**config.mk**
```make
export PLATFORM = sky130hd
export DESIGN_NAME = bspi_master
export DESIGN_NICKNAME = d
export VERILOG_FILES = /design/src/rtl/bspi_pkg.sv /design/src/rtl/bspi_regs.sv /design/src/rtl/bspi_clkgen.sv /design/src/rtl/bspi_shifter.sv /design/src/rtl/bspi_master.sv
export SDC_FILE = /design/constraint.sdc
export NUM_CORES = 1
export LEC_CHECK = 0
export BUFFER_PORTS_ARGS = -buffer_cell sky130_fd_sc_hd__buf_2
export CAP_MARGIN = 20
export CORE_MARGIN = 4
export CORE_UTILIZATION = 53
export DETAILED_ROUTE_END_ITERATION = 7
export PLACE_DENSITY = 0.92
export SETUP_SLACK_MARGIN = 0.5
export SLEW_MARGIN = 0
export SYNTH_ARGS = -nofsm -noshare
export SYNTH_HDL_FRONTEND = slang
export SYNTH_SLANG_ARGS = --single-unit
```
**constraint.sdc**
```tcl
create_clock -name clk -period 3.8 [get_ports clk]
set_input_delay 0.76 -clock clk [delete_from_list [all_inputs] [get_ports clk]]
set_output_delay 0.76 -clock clk [all_outputs]
set_load 0.1 [all_outputs]
```
**src/rtl/bspi_pkg.sv**
```systemverilog
`timescale 1ns/1ps
package bspi_pkg;
  localparam int unsigned BYTE_BITS = 8;
  localparam int unsigned DIV_W     = 3;

  // byte offsets of the registers
  localparam int unsigned OFS_STATUS  = 'h00;
  localparam int unsigned OFS_CONFIG  = 'h10;
  localparam int unsigned OFS_CONTROL = 'h14;
  localparam int unsigned OFS_DATA    = 'h20;

  // configuration field positions
  localparam int unsigned CB_TXFALL = 4;
  localparam int unsigned CB_RXFALL = 5;
  localparam int unsigned CB_CPOL   = 6;
  localparam int unsigned CB_MSB    = 8;

  // control field positions
  localparam int unsigned KB_EN    = 0;
  localparam int unsigned KB_RD    = 1;
  localparam int unsigned KB_WR    = 2;
  localparam int unsigned KB_HIZ   = 3;

  localparam logic [DIV_W-1:0] DIV_STOP = '1;

  typedef struct packed {
    logic             msb_first;
    logic             cpol;
    logic             rx_fall;
    logic             tx_fall;
    logic [DIV_W-1:0] div;
  } bspi_cfg_t;

  localparam bspi_cfg_t CFG_RESET = '{msb_first: 1'b1, cpol: 1'b1, rx_fall: 1'b0,
                                      tx_fall: 1'b1, div: DIV_W'(3)};
endpackage

```
**src/rtl/bspi_regs.sv**
```systemverilog
`timescale 1ns/1ps
module bspi_regs
  import bspi_pkg::*;
#(
  parameter int ADDR_W = 6,
  parameter int DATA_W = 32
) (
  input  logic                 clk,
  input  logic                 rst_n,
  input  logic                 bus_wr_en,
  input  logic [ADDR_W-1:0]    bus_addr,
  input  logic [DATA_W-1:0]    bus_wdata,
  output logic [DATA_W-1:0]    bus_rdata,
  input  logic                 busy,
  input  logic                 rd_done,
  input  logic [BYTE_BITS-1:0] rx_byte,
  output bspi_cfg_t            cfg,
  output logic                 cs_n,
  output logic                 mosi_hiz,
  output logic                 start_wr,
  output logic                 start_rd,
  output logic [BYTE_BITS-1:0] tx_byte
);
  logic hit_cfg, hit_ctl, hit_data;
  logic [BYTE_BITS-1:0] data_q;
  bspi_cfg_t cfg_q;
  logic en_q, hiz_q;
  logic unused_wbits;

  assign unused_wbits = ^bus_wdata;

  assign hit_cfg  = bus_wr_en && (bus_addr == ADDR_W'(OFS_CONFIG));
  assign hit_ctl  = bus_wr_en && (bus_addr == ADDR_W'(OFS_CONTROL));
  assign hit_data = bus_wr_en && (bus_addr == ADDR_W'(OFS_DATA));

  // write command takes priority when both start bits are set
  assign start_wr = hit_ctl && bus_wdata[KB_WR];
  assign start_rd = hit_ctl && bus_wdata[KB_RD] && !bus_wdata[KB_WR];

  always_ff @(posedge clk or negedge rst_n) begin
    if (!rst_n) begin
      cfg_q  <= CFG_RESET;
      en_q   <= 1'b1;
      hiz_q  <= 1'b1;
      data_q <= '0;
    end else begin
      if (hit_ctl) begin
        en_q  <= bus_wdata[KB_EN];
        hiz_q <= bus_wdata[KB_HIZ];
      end
      if (hit_cfg && !busy) begin
        cfg_q.msb_first <= bus_wdata[CB_MSB];
        cfg_q.cpol      <= bus_wdata[CB_CPOL];
        cfg_q.rx_fall   <= bus_wdata[CB_RXFALL];
        cfg_q.tx_fall   <= bus_wdata[CB_TXFALL];
        cfg_q.div       <= bus_wdata[DIV_W-1:0];
      end
      if (rd_done)
        data_q <= rx_byte;
      else if (hit_data && !busy)
        data_q <= bus_wdata[BYTE_BITS-1:0];
    end
  end

  always_comb begin
    bus_rdata = '0;
    if (bus_addr == ADDR_W'(OFS_STATUS)) begin
      bus_rdata[0] = busy;
    end else if (bus_addr == ADDR_W'(OFS_CONFIG)) begin
      bus_rdata[DIV_W-1:0] = cfg_q.div;
      bus_rdata[CB_TXFALL] = cfg_q.tx_fall;
      bus_rdata[CB_RXFALL] = cfg_q.rx_fall;
      bus_rdata[CB_CPOL]   = cfg_q.cpol;
      bus_rdata[CB_MSB]    = cfg_q.msb_first;
    end else if (bus_addr == ADDR_W'(OFS_CONTROL)) begin
      bus_rdata[KB_EN]  = en_q;
      bus_rdata[KB_HIZ] = hiz_q;
    end else if (bus_addr == ADDR_W'(OFS_DATA)) begin
      bus_rdata[BYTE_BITS-1:0] = data_q;
    end
  end

  assign cfg      = cfg_q;
  assign cs_n     = en_q;
  assign mosi_hiz = hiz_q;
  assign tx_byte  = data_q;


  cfg_frozen_chk: assert property (@(posedge clk) disable iff (!rst_n)
    busy |=> $stable(cfg_q));

  data_frozen_chk: assert property (@(posedge clk) disable iff (!rst_n)
    (busy && !rd_done) |=> $stable(data_q));
endmodule

```
**src/rtl/bspi_clkgen.sv**
```systemverilog
`timescale 1ns/1ps
module bspi_clkgen #(
  parameter int DIV_W = 3
) (
  input  logic             clk,
  input  logic             rst_n,
  input  logic             run,
  input  logic [DIV_W-1:0] div,
  output logic             tick
);
  localparam int CNT_W = (1 << DIV_W) - 2;

  logic [CNT_W-1:0] cnt_q;
  logic [CNT_W-1:0] lim;

  assign lim  = (CNT_W'(1) << div) - CNT_W'(1);
  assign tick = run && (cnt_q == lim);

  always_ff @(posedge clk or negedge rst_n) begin
    if (!rst_n)
      cnt_q <= '0;
    else if (!run || tick)
      cnt_q <= '0;
    else
      cnt_q <= cnt_q + CNT_W'(1);
  end


  half_period_chk: assert property (@(posedge clk) disable iff (!rst_n)
    (run && !tick) |=> (cnt_q != '0) || !run);
endmodule

```
**src/rtl/bspi_shifter.sv**
```systemverilog
`timescale 1ns/1ps
module bspi_shifter
  import bspi_pkg::*;
#(
  parameter int BITS = BYTE_BITS
) (
  input  logic            clk,
  input  logic            rst_n,
  input  logic            start_wr,
  input  logic            start_rd,
  input  bspi_cfg_t       cfg,
  input  logic [BITS-1:0] tx_byte,
  input  logic            tick,
  input  logic            miso,
  output logic            busy,
  output logic            sck_q,
  output logic            mosi,
  output logic [BITS-1:0] rx_next,
  output logic            rd_done
);
  localparam int EDGE_W = $clog2(2 * BITS);
  localparam logic [EDGE_W-1:0] LAST_EDGE = EDGE_W'(2 * BITS - 1);

  logic            busy_q, is_wr;
  logic [BITS-1:0] tx_q, rx_q;
  logic [EDGE_W-1:0] edge_cnt;
  logic accept, tx_edge, rx_edge, last;

  assign accept  = !busy_q && (start_wr || start_rd) && (cfg.div != DIV_STOP);
  // sck_q high before the toggle means the coming edge is falling
  assign tx_edge = tick && (sck_q == cfg.tx_fall);
  assign rx_edge = tick && (sck_q == cfg.rx_fall);
  assign last    = tick && (edge_cnt == LAST_EDGE);
  assign rd_done = last && !is_wr;

  always_comb begin
    rx_next = rx_q;
    if (rx_edge && !is_wr)
      rx_next = cfg.msb_first ? {rx_q[BITS-2:0], miso} : {miso, rx_q[BITS-1:1]};
  end

  always_ff @(posedge clk or negedge rst_n) begin
    if (!rst_n) begin
      busy_q   <= 1'b0;
      is_wr    <= 1'b0;
      sck_q    <= 1'b1;
      tx_q     <= '0;
      rx_q     <= '0;
      edge_cnt <= '0;
    end else if (accept) begin
      busy_q   <= 1'b1;
      is_wr    <= start_wr;
      sck_q    <= cfg.cpol;
      tx_q     <= tx_byte;
      rx_q     <= '0;
      edge_cnt <= '0;
    end else if (busy_q) begin
      rx_q <= rx_next;
      if (tick) begin
        sck_q    <= ~sck_q;
        edge_cnt <= edge_cnt + EDGE_W'(1);
        if (tx_edge && is_wr)
          tx_q <= cfg.msb_first ? {tx_q[BITS-2:0], 1'b0} : {1'b0, tx_q[BITS-1:1]};
        if (last)
          busy_q <= 1'b0;
      end
    end
  end

  assign busy = busy_q;
  assign mosi = (busy_q && is_wr) ? (cfg.msb_first ? tx_q[BITS-1] : tx_q[0]) : 1'b0;


  busy_end_chk: assert property (@(posedge clk) disable iff (!rst_n)
    $fell(busy_q) |-> ($past(edge_cnt) == LAST_EDGE) && $past(tick));

  start_idle_chk: assert property (@(posedge clk) disable iff (!rst_n)
    $rose(busy_q) |-> $past(start_wr || start_rd));

  stop_code_chk: assert property (@(posedge clk) disable iff (!rst_n)
    (!busy_q && cfg.div == DIV_STOP) |=> !busy_q);

  sck_hold_chk: assert property (@(posedge clk) disable iff (!rst_n)
    (busy_q && !tick) |=> $stable(sck_q));
endmodule

```
**src/rtl/bspi_master.sv**
```systemverilog
`timescale 1ns/1ps
module bspi_master
  import bspi_pkg::*;
#(
  parameter int ADDR_W = 6,
  parameter int DATA_W = 32
) (
  input  logic              clk,
  input  logic              rst_n,
  input  logic              bus_wr_en,
  input  logic [ADDR_W-1:0] bus_addr,
  input  logic [DATA_W-1:0] bus_wdata,
  output logic [DATA_W-1:0] bus_rdata,
  output logic              spi_sck,
  output logic              spi_cs_n,
  output logic              spi_mosi,
  output logic              spi_mosi_oe,
  input  logic              spi_miso
);
  bspi_cfg_t cfg;
  logic busy, rd_done, start_wr, start_rd, tick, sck_q, hiz;
  logic [BYTE_BITS-1:0] rx_next, tx_byte;

  bspi_regs #(.ADDR_W(ADDR_W), .DATA_W(DATA_W)) u_regs (
    .clk(clk), .rst_n(rst_n), .bus_wr_en(bus_wr_en), .bus_addr(bus_addr),
    .bus_wdata(bus_wdata), .bus_rdata(bus_rdata), .busy(busy), .rd_done(rd_done),
    .rx_byte(rx_next), .cfg(cfg), .cs_n(spi_cs_n), .mosi_hiz(hiz),
    .start_wr(start_wr), .start_rd(start_rd), .tx_byte(tx_byte));

  bspi_clkgen #(.DIV_W(DIV_W)) u_clk (
    .clk(clk), .rst_n(rst_n), .run(busy), .div(cfg.div), .tick(tick));

  bspi_shifter #(.BITS(BYTE_BITS)) u_shift (
    .clk(clk), .rst_n(rst_n), .start_wr(start_wr), .start_rd(start_rd), .cfg(cfg),
    .tx_byte(tx_byte), .tick(tick), .miso(spi_miso), .busy(busy), .sck_q(sck_q),
    .mosi(spi_mosi), .rx_next(rx_next), .rd_done(rd_done));

  assign spi_sck     = busy ? sck_q : cfg.cpol;
  assign spi_mosi_oe = !hiz;


  cs_follow_chk: assert property (@(posedge clk) disable iff (!rst_n)
    (bus_wr_en && bus_addr == ADDR_W'(OFS_CONTROL)) |=> (spi_cs_n == $past(bus_wdata[KB_EN])));
endmodule

```
==> flow_summary.ini <==
[pwr]
power.leakage_nw = 1.40
p_switching_mw = 0.680
pwr-share-clk_pct = 18.0
peakVddDrop_mv = 0.291
switching_share_pct = 41.3
p_int_mw = 0.968
power.density_nw_per_um2 = 532
power_frac_comb_pct = 36.9
seq_power_share_pct = 45.1

[clocking]
cts.sinks = 46
numCtsBuffers = 5
clock_latency_ps = 300
post-cts-setup-buffers = 0
clockBufferDepth = 2
clk_pin_slew_ps = 90
cts_tree = done
cts_root_buf = clkbuf_8
clock_tree.htree_level_count = 2

[final_layout]
areaGrowthSynthToFinish_pct = 7.79
drive_gt1_share_pct = 27.6
fillCellCount = 415
antennaDiodeCount = 0
final_cell_mix = 38 x dfrtp_1, 34 x mux2i_1, 31 x buf_2
nets = 356
final_common_cell = dfrtp_1
fin_util_pct = 59.9

[floorplan]
die_area_um2 = 6670
start_util_pct = 55.6
boundaryPins = 78
die_h_um = 81.6
fp-row-count = 26
die_w_um = 81.6
core_um2 = 5170

[global_route]
grt_max_degree = 47
track_usage_pct = 19.0
busiest_layer = met2
grt_use_met3_pct = 3.62
grt_use_met2_pct = 30.5
grt_pass1_vias = 2029
antenna_found_initial = 0
gr-total-overflow = 0
grt_pass1_wl_um = 9650
grtUsageMet1_pct = 25.6

[sta]
setup_tns_ps = 0
hold_viol_final = 0
tightest_slew_ps = 692
max_freq_ghz = 0.327
rsz0062_at_grt = no
drv_slew = 0
setup_viol = 0
skew_ps = 10.7
holdWs_ps = 252
min_period_ps = 3060
post-route-period-util_pct = 80.4
maxSlewHeadroom_pct = 53.5

[critical_path]
worstPathArrival_ps = 3230
crit_type = reg -> reg
cp-end-kind = register
critPathRequiredTime_ps = 3980
cp_max_fo = 11
cp-start-kind = register

[route]
wl_per_cell_um = 15.4
num_vias = 2128
wirelength_um = 5890
detail_route.iter0.violations = 184
drc_errors = 0
dr.pass1.iters = 4
drtAntennaViolNets = 0
viasPerCell = 5.57

[synthesis]
syn_area_um2 = 2870
yosys_warnings = 0
ys_types = 43
synth_edf_count = 0
async_reset_ff_share_pct = 100
synth-seq-cells = 46
yosys_most_used_dff = dfrtp_1
postSynthAreaPerCell_um2 = 10.1
synthCells = 285
synth_seq_area_share_pct = 40.4

[outcome]
status = finished clean

[hold_path]
hp-class = in -> async

[place]
routabilityCongestion = 0.837
io_buffers = 31
dp_hpwl_um = 4380

[job]
maxCapViolations = 0
-- flip-flops by register name (all words and copies together), names as in the netlist --
name / flops
u_regs.cs_n: 1
u_shift.rx_q: 8
u_regs.cfg: 7
u_regs.mosi_hiz: 1
u_shift.edge_cnt: 4
u_shift.tx_q: 8
u_regs.tx_byte: 8
u_shift.is_wr: 1
u_shift.busy: 1
u_shift.sck_q: 1
u_clk.cnt_q: 6
-- kinds of logic (layout without fill, tap and decap cells) --
family | after synthesis | after routing | share of synthesized area (%)
multiplexers | 58 | 58 | 21.2
XOR/XNOR | 12 | 12 | 3.92
AND/OR/NAND/NOR | 85 | 85 | 15.9
other | 1 | 23 | 0.130
flip-flops | 46 | 46 | 40.4
AO/OA/AOI/OAI | 40 | 40 | 8.23
adder cells (fa/ha/maj) | 3 | 3 | 1.31
buffers and inverters | 40 | 45 | 8.84
-- power by group through the flow --
| stage | combinational [mW] | sequential (mW) | clock (mW) |
|---|---|---|---|
| 6_report | 0.608 | 0.744 | 0.297 |
| 5_1_grt | 0.669 | 0.762 | 0.327 |
| 4_1_cts | 0.608 | 0.742 | 0.307 |
| 3_5_place_dp | 0.606 | 0.751 | 0 |
| 3_3_place_gp | 0.582 | 0.739 | 0 |
| 2_1_floorplan | 0.540 | 0.713 | 0 |
-- stage by stage --
step	std cells	power [mW]	setup WS [ps]	cell area (um^2)
3_5_place_dp	373	1.36	594	2990
6_report	382	1.65	744	3100
5_1_grt	382	1.76	510	3100
3_3_place_gp	373	1.32	685	2990
4_1_cts	381	1.66	582	3070
2_1_floorplan	307	1.25	515	2980
-- path summary, 6_finish.rpt --
| kind | start | endpoint | slack, ps | depth (start not counted) |
|---|---|---|---|---|
| setup / recovery | u_regs.cfg[2] | u_regs.tx_byte[1] | 740 | 8 |
| hold / removal | rst_n | u_clk.cnt_q[4] | 250 | 1 |
| setup reg to reg | u_regs.cfg[2] | u_regs.tx_byte[1] | 740 | 8 |
| hold reg to reg | u_regs.cfg[5] | u_shift.sck_q | 510 | 2 |
| max in group asynchronous | rst_n | u_regs.cfg[0] | 3060 | 2 |
| min in group clk | u_regs.cfg[5] | u_shift.sck_q | 510 | 2 |
-- layout make-up --
type	instances	area, um^2	share of cell area (%)
multi-input combinational	221	1570	50.5
sequential	46	1160	37.5
clock inverter	2	13.8	0.444
timing repair buffer	33	183	5.90
inverter	4	15.0	0.485
tap	70	87.6	2.83
clock buffer	6	72.6	2.34
-- layer usage --
layer / vias up / share of wire, %
met5: - / 0
met4: 0 / 1.8
met2: 82 / 48
met1: 1024 / 42
li1: 1013 / -
met3: 9 / 7.9
-- Yosys cell counts, drive strengths merged, types with 5 or more instances --
cell type,instances,area share [%]
a21oi,5,0.87
nand2,15,2.0
xnor2,5,1.8
nand3,17,3.0
dfrtp,38,33
clkbuf,9,1.2
nor2,23,3.0
buf,27,7.1
o21ai,20,3.5
a22oi,5,1.3
mux2i,34,12
or3,6,1.3
mux2,24,9.4
dfstp,8,7.3
xor2,7,2.1
-- critical path: stages (launching register included) --
cell     delay, ps
dfrtp_1        490
or3_1          350
ha_1           300
xnor2_2        180
mux2i_1        120
a21o_2         280
or4_4          600
or3_4          450
mux2i_1        160
-- repair_timing --
item	4_1_cts	5_1_grt
setup endpoints to repair	0	8
gates resized for setup	0	1
hold buffers	0	0
Power figures use the tool's default switching activity.
